==> src/rtl/adc_rd_pkg.sv <==
package adc_rd_pkg;
  typedef enum logic [1:0] {ST_IDLE, ST_RUN, ST_GUARD} rd_state_e;
  localparam int SAMPLE_CLKS = 5;
endpackage

==> src/rtl/adc_rd_clkdiv.sv <==
module adc_rd_clkdiv #(
  parameter int DIV_W = 8
) (
  input  logic             clk,
  input  logic             rst_n,
  input  logic             run,
  input  logic [DIV_W-1:0] div_val,
  output logic             tick
);
  logic [DIV_W-1:0] cnt_q;

  assign tick = run && (cnt_q == div_val);

  always_ff @(posedge clk or negedge rst_n) begin
    if (!rst_n)      cnt_q <= '0;
    else if (!run)   cnt_q <= '0;
    else if (tick)   cnt_q <= '0;
    else             cnt_q <= cnt_q + 1'b1;
  end

  a_r3_cnt_bound: assert property (@(posedge clk) disable iff (!rst_n)
    run |-> cnt_q <= div_val);
endmodule

==> src/rtl/adc_rd_shifter.sv <==
module adc_rd_shifter
  import adc_rd_pkg::*;
#(
  parameter int DATA_W = 16,
  parameter int EDGE_W = 6
) (
  input  logic              clk,
  input  logic              rst_n,
  input  logic              clear,
  input  logic              cap,
  input  logic [EDGE_W-1:0] edge_idx,
  input  logic              sdo,
  output logic [DATA_W-1:0] word,
  output logic              null_bad,
  output logic              mism
);
  localparam int NULL_EDGE   = SAMPLE_CLKS + 1;
  localparam int LAST_FULL   = NULL_EDGE + DATA_W;
  localparam int LAST_VERIFY = LAST_FULL + DATA_W - 1;
  localparam int NB_W        = $clog2(DATA_W);

  logic            in_data, in_rep;
  logic [NB_W-1:0] dpos, rpos;

  always_comb begin
    in_data = (edge_idx > EDGE_W'(NULL_EDGE)) && (edge_idx <= EDGE_W'(LAST_FULL));
    in_rep  = (edge_idx > EDGE_W'(LAST_FULL)) && (edge_idx <= EDGE_W'(LAST_VERIFY));
    dpos    = NB_W'(EDGE_W'(LAST_FULL) - edge_idx);
    rpos    = NB_W'(edge_idx - EDGE_W'(LAST_FULL));
  end

  always_ff @(posedge clk or negedge rst_n) begin
    if (!rst_n) begin
      word     <= '0;
      null_bad <= 1'b0;
      mism     <= 1'b0;
    end else if (clear) begin
      word     <= '0;
      null_bad <= 1'b0;
      mism     <= 1'b0;
    end else if (cap) begin
      if (edge_idx == EDGE_W'(NULL_EDGE)) null_bad <= sdo;
      else if (in_data)                   word[dpos] <= sdo;
      else if (in_rep && (sdo != word[rpos])) mism <= 1'b1;
    end
  end

  a_r4_sticky_mism: assert property (@(posedge clk) disable iff (!rst_n)
    (mism && !clear) |=> mism);
endmodule

==> src/rtl/adc_serial_reader.sv <==
module adc_serial_reader
  import adc_rd_pkg::*;
#(
  parameter int DATA_W = 16,
  parameter int DIV_W  = 8,
  localparam int NB_W  = $clog2(DATA_W)
) (
  input  logic              clk,
  input  logic              rst_n,
  input  logic              start_valid,
  output logic              start_ready,
  input  logic [DIV_W-1:0]  cfg_div,
  input  logic [NB_W-1:0]   cfg_nbits,
  input  logic              cfg_verify,
  output logic              adc_cs_n,
  output logic              adc_sclk,
  input  logic              adc_sdo,
  output logic              res_valid,
  output logic [DATA_W-1:0] res_data,
  output logic              res_null_err,
  output logic              res_verify_err
);
  localparam int NULL_EDGE   = SAMPLE_CLKS + 1;
  localparam int LAST_FULL   = NULL_EDGE + DATA_W;
  localparam int LAST_VERIFY = LAST_FULL + DATA_W - 1;
  localparam int EDGE_W      = $clog2(LAST_VERIFY + 1);

  rd_state_e         state_q;
  logic              sclk_q, cs_n_q, guard_q, vfy_q;
  logic [EDGE_W-1:0] rise_q, last_q, edge_next;
  logic [DIV_W-1:0]  div_q;
  logic              tick, accept, rise_stb, fall_stb, end_frame;
  logic [DATA_W-1:0] word;
  logic              null_bad, mism;

  assign start_ready = (state_q == ST_IDLE);
  assign accept      = start_valid && start_ready;
  assign rise_stb    = (state_q == ST_RUN) && tick && !sclk_q;
  assign fall_stb    = (state_q == ST_RUN) && tick && sclk_q;
  assign edge_next   = rise_q + 1'b1;
  assign end_frame   = fall_stb && ((rise_q == last_q) || null_bad);
  assign adc_cs_n    = cs_n_q;
  assign adc_sclk    = sclk_q;

  adc_rd_clkdiv #(.DIV_W(DIV_W)) u_div (
    .clk(clk), .rst_n(rst_n), .run(state_q != ST_IDLE),
    .div_val(div_q), .tick(tick));

  adc_rd_shifter #(.DATA_W(DATA_W), .EDGE_W(EDGE_W)) u_shf (
    .clk(clk), .rst_n(rst_n), .clear(accept), .cap(rise_stb),
    .edge_idx(edge_next), .sdo(adc_sdo), .word(word),
    .null_bad(null_bad), .mism(mism));

  always_ff @(posedge clk or negedge rst_n) begin
    if (!rst_n) begin
      state_q <= ST_IDLE;
      sclk_q  <= 1'b0;
      cs_n_q  <= 1'b1;
      guard_q <= 1'b0;
      vfy_q   <= 1'b0;
      rise_q  <= '0;
      last_q  <= '0;
      div_q   <= '0;
    end else begin
      unique case (state_q)
        ST_IDLE: if (accept) begin
          state_q <= ST_RUN;
          cs_n_q  <= 1'b0;
          rise_q  <= '0;
          div_q   <= cfg_div;
          vfy_q   <= cfg_verify;
          last_q  <= cfg_verify ? EDGE_W'(LAST_VERIFY)
                                : EDGE_W'(NULL_EDGE + 1) + EDGE_W'(cfg_nbits);
        end
        ST_RUN: begin
          if (rise_stb) begin
            sclk_q <= 1'b1;
            rise_q <= edge_next;
          end else if (fall_stb) begin
            sclk_q <= 1'b0;
            if (end_frame) begin
              cs_n_q  <= 1'b1;
              guard_q <= 1'b0;
              state_q <= ST_GUARD;
            end
          end
        end
        ST_GUARD: if (tick) begin
          if (guard_q) state_q <= ST_IDLE;
          guard_q <= 1'b1;
        end
        default: state_q <= ST_IDLE;
      endcase
    end
  end

  always_ff @(posedge clk or negedge rst_n) begin
    if (!rst_n) begin
      res_valid      <= 1'b0;
      res_null_err   <= 1'b0;
      res_verify_err <= 1'b0;
      res_data       <= '0;
    end else begin
      res_valid      <= end_frame && !null_bad;
      res_null_err   <= end_frame && null_bad;
      res_verify_err <= end_frame && !null_bad && vfy_q && mism;
      if (end_frame && !null_bad) res_data <= word;
    end
  end

  a_r1_clock_low_when_deselected: assert property (@(posedge clk) disable iff (!rst_n)
    adc_cs_n |-> !adc_sclk);
  a_r6_single_pulse: assert property (@(posedge clk) disable iff (!rst_n)
    res_valid |=> !res_valid);
  a_r7_exclusive_status: assert property (@(posedge clk) disable iff (!rst_n)
    !(res_valid && res_null_err));
  a_r5_end_with_select_rise: assert property (@(posedge clk) disable iff (!rst_n)
    (res_valid || res_null_err) |-> $rose(adc_cs_n));
  a_r10_ready_only_deselected: assert property (@(posedge clk) disable iff (!rst_n)
    start_ready |-> adc_cs_n);
  a_r8_edge_bound: assert property (@(posedge clk) disable iff (!rst_n)
    rise_q <= EDGE_W'(LAST_VERIFY));
  a_r8_flag_qualified: assert property (@(posedge clk) disable iff (!rst_n)
    res_verify_err |-> res_valid);
endmodule

==> config.mk <==
export PLATFORM = sky130hd
export DESIGN_NAME = adc_serial_reader
export DESIGN_NICKNAME = d
export VERILOG_FILES = /design/src/rtl/adc_rd_pkg.sv /design/src/rtl/adc_rd_clkdiv.sv /design/src/rtl/adc_rd_shifter.sv /design/src/rtl/adc_serial_reader.sv
export SDC_FILE = /design/constraint.sdc
export NUM_CORES = 1
export LEC_CHECK = 0
export BUFFER_PORTS_ARGS = -buffer_cell sky130_fd_sc_hd__clkbuf_2
export CAP_MARGIN = 20
export CORE_ASPECT_RATIO = 0.7
export CORE_UTILIZATION = 35
export CTS_BUF_LIST = sky130_fd_sc_hd__clkbuf_4 sky130_fd_sc_hd__clkbuf_8 sky130_fd_sc_hd__clkbuf_16
export CTS_CLUSTER_DIAMETER = 150
export DETAILED_ROUTE_END_ITERATION = 16
export GPL_ROUTABILITY_DRIVEN = 0
export SYNTH_ARGS = -nofsm -noshare
export SYNTH_HDL_FRONTEND = slang
export SYNTH_HIERARCHICAL = 1
export SYNTH_SLANG_ARGS = --single-unit
==> constraint.sdc <==
create_clock -name clk -period 5.8 [get_ports clk]
set_clock_uncertainty 0.1 [all_clocks]
set_input_delay 0.29 -clock clk [delete_from_list [all_inputs] [get_ports clk]]
set_output_delay 0.29 -clock clk [all_outputs]
set_load 0.1 [all_outputs]
==> reports/results.ini <==
[critical_path]
critPathBufInv=1
crit_path_max_incr_delay_ps=730
setup.worst_path.end_class=flop
cp_max_fo=11
cp.arrival_ps=3930
cp.required_ps=5880
cp_slowest_cell=nor4_2
crit_family=simple AND/OR/NAND/NOR gates
worstPathCellList=xor2_1 > nor4_2 > and3_1 > nand4bb_1 > inv_1 > nor3b_1 > and2_1 > o2111ai_1 > mux2i_1 > nor2_1
crit_path_start_kind=flop
critical_path_class=flop to flop

[final_layout]
fill_cells=958
post-route-cell-area_mm2=0.004275
layout.cells.non_filler=517
final_common_cell=dfrtp_1
layout_common_cells=dfrtp_1 (69), nand2_1 (55), clkbuf_2 (37)
syn_to_final_growth_pct=16.50
n_antenna_cell=0
drive_gt1_share_pct=23.39
nNetsFinal=405

[sta]
tightest_slew_ps=878.6
period_minus_slack_ps=3844
clock.fmax_ghz=0.2601
max_slew_margin_pct=41.43
hold-worst-slack_ps=54.06
rsz0062_at_grt=false
setup_viol=0
hold_viol=0
finalMaxSlewViolations=0
setup_tns_ps=0
period_share_pct=66.28

[detailed_routing]
routedWlPerCell_um=15.03
drtAntennaViolNets=0
drt_first_pass_iters=4
vias=2620
drtIter0Drc=225
drc=0
drt_wl_total_um=7770
avgViaCountPerCell=5.068

[logic_synthesis]
syn_nets=369
synthAdderAreaFrac_pct=1.364
synth-seq-area-share_pct=47.77
synthMuxAreaShare_pct=12.55
yosysTopAreaCell=dfrtp_1
synth.top_cell.area_share_pct=47.05
async_flop_share_pct=100.0
netlist_area_mm2=0.003670
synth.avg_cell_area_um2=10.55
synth_seq_cells=70
synth_area_leaders=dfrtp_1 (47%), nand2_1 (5.6%), xor2_1 (4.8%)
synth_top_family_by_area=simple AND/OR/NAND/NOR gates
synth.distinct_cells=51
yosysWarnings=6
synth-edff-count=0
synth-compound-area-share_pct=7.910
yosys.area_share.simple_pct=19.09
netlist_instances=348
synth_xor_area_share_pct=7.535
synth-main-ff-cell=dfrtp_1

[clock_network]
cts-htree-levels=3
cts-root-buf=clkbuf_16
cts_buffers=9
worstSkewPairLatency_ps=320
cts_resized=0
clkSinkCount=70
hold_buffers=0
cts_tree=done
clockBufferDepth=2
clkSlewWorstSetupHoldPaths_ps=60
post-cts-setup-buffers=0

[flow_run]
drv_cap=0

[floorplan]
start_util_pct=36.89
core_mm2=0.009947
die-height_um=87.67
rows=30
die_w_um=124.4
die_area_mm2=0.01090
io_pins=39

[power]
p_leak_uw=0.002154
p_per_area_mw_per_mm2=432.2
peakVddDrop_mv=0.1612
p_seq_share_pct=36.9
power.switching_uw=683.7
total_power_uw=1848
combPwrFrac_pct=31.5
switching_share_pct=37.00
clkPwrFrac_pct=31.6
internal_power_uw=1164

[status]
outcome=complete, no violations

[grt]
grt.met3_usage_pct=4.032
grt_overflow_total=0
antenna_found_initial=0
top_usage_layer=met1
grt_pass1_wl_um=13280
track_usage_pct=15.45
grt_max_degree=71
use_met1_pct=23.88
grt_util_met2_pct=20.39
grt_pass1_vias=2521

[min_path]
hp-class=primary input to flop

[placed_design]
placed_area_mm2=0.003956
place_inst=501
hpwl_um=5424
io_buffers=38

==> through the flow <==
| step | util (%) | setup slack (ps) |
|---|---|---|
| 2_1_floorplan | - | 2880 |
| 5_1_grt | 42.98 | 1640 |
| 3_3_place_gp | 39.77 | 2182 |
| 4_1_cts | 42.98 | 2018 |
| 3_5_place_dp | 39.77 | 2089 |
| 6_report | 42.98 | 1956 |
==> registers in the layout, indices dropped and copies added, names as in the netlist, 2 cells and up <==
| register | count |
|---|---|
| res_data | 16 |
| u_shf/word | 16 |
| div_q | 8 |
| u_div/cnt_q | 8 |
| rise_q | 6 |
| last_q | 5 |
| state_q | 2 |
==> power groups by stage <==
stage | Combinational (µW) | Clock (µW) | Sequential [µW]
after floorplan | 463 | 0 | 673
after global routing | 645 | 621 | 695
after global placement | 569 | 0 | 687
final | 581 | 584 | 682
after detailed placement | 576 | 0 | 689
after CTS | 580 | 597 | 680
==> layer usage <==
layer  wire (µm)  part of all wire [%]  up-vias
met5           0                     0        -
met4          42                  0.54        0
met3         335                   4.3        2
met2        3034                    39       52
met1        4357                    56     1270
li1            -                     -     1296
==> synthesized netlist by cell type (2+ instances only) <==
cell type / count
a21o_1: 3
dfrtp_1: 69
nand4b_1: 2
nor2_1: 21
a221oi_1: 3
nor4_2: 4
nand4_1: 3
ha_1: 4
buf_6: 2
a211oi_1: 6
o2111ai_1: 4
xnor2_1: 6
inv_1: 15
nor4b_2: 2
a21oi_1: 7
or3_1: 3
nand3_1: 27
xor2_1: 20
and3_1: 4
o21ai_0: 10
xor2_2: 2
nand3b_1: 2
nor3b_1: 2
nand2b_1: 3
clkbuf_1: 9
buf_2: 2
o31ai_1: 3
mux2_4: 8
mux2_2: 8
mux4_2: 4
nand2_1: 55
mux2i_1: 16
==> logic make-up (layout without fill, tap and decap cells) <==
| group | Yosys count | in the layout |
|---|---|---|
| compound gates | 42 | 42 |
| xor+xnor | 29 | 29 |
| fa+ha+maj | 4 | 4 |
| buf+inv | 31 | 72 |
| flops | 70 | 70 |
| mux | 36 | 36 |
| simple gates | 136 | 136 |
==> worst min-delay path, stage by stage <==
cell,delay [ps]
clkbuf_2,70
nand2_1,40
nand2_1,40
==> layout make-up <==
type / count / area, µm² / area share [%]
multi-input cells: 247 / 1778 / 41.59
flip-flops and latches: 70 / 1753 / 41.00
clock buffers: 10 / 232.7 / 5.443
repair buffers: 40 / 205.2 / 4.800
well taps: 128 / 160.2 / 3.746
clock inverters: 6 / 86.33 / 2.019
inverters: 16 / 60.06 / 1.405
==> final timing paths <==
path,startpoint,to,slack (ps),depth (start not counted)
min reg2reg,div_q[2]$_DFFE_PN0P_,div_q[2]$_DFFE_PN0P_,390,2
min in group asynchronous,rst_n,res_data[5]$_DFFE_PN0P_,70,2
min,cfg_div[5],div_q[5]$_DFFE_PN0P_,50,3
max,u_div/cnt_q[3]$_DFF_PN0_,u_shf/word[4]$_DFFE_PN0P_,1960,10
max reg2reg,u_div/cnt_q[3]$_DFF_PN0_,u_shf/word[4]$_DFFE_PN0P_,1960,10
max in group asynchronous,rst_n,u_div/cnt_q[0]$_DFF_PN0_,4960,2
(Power assumes the default switching activity.)
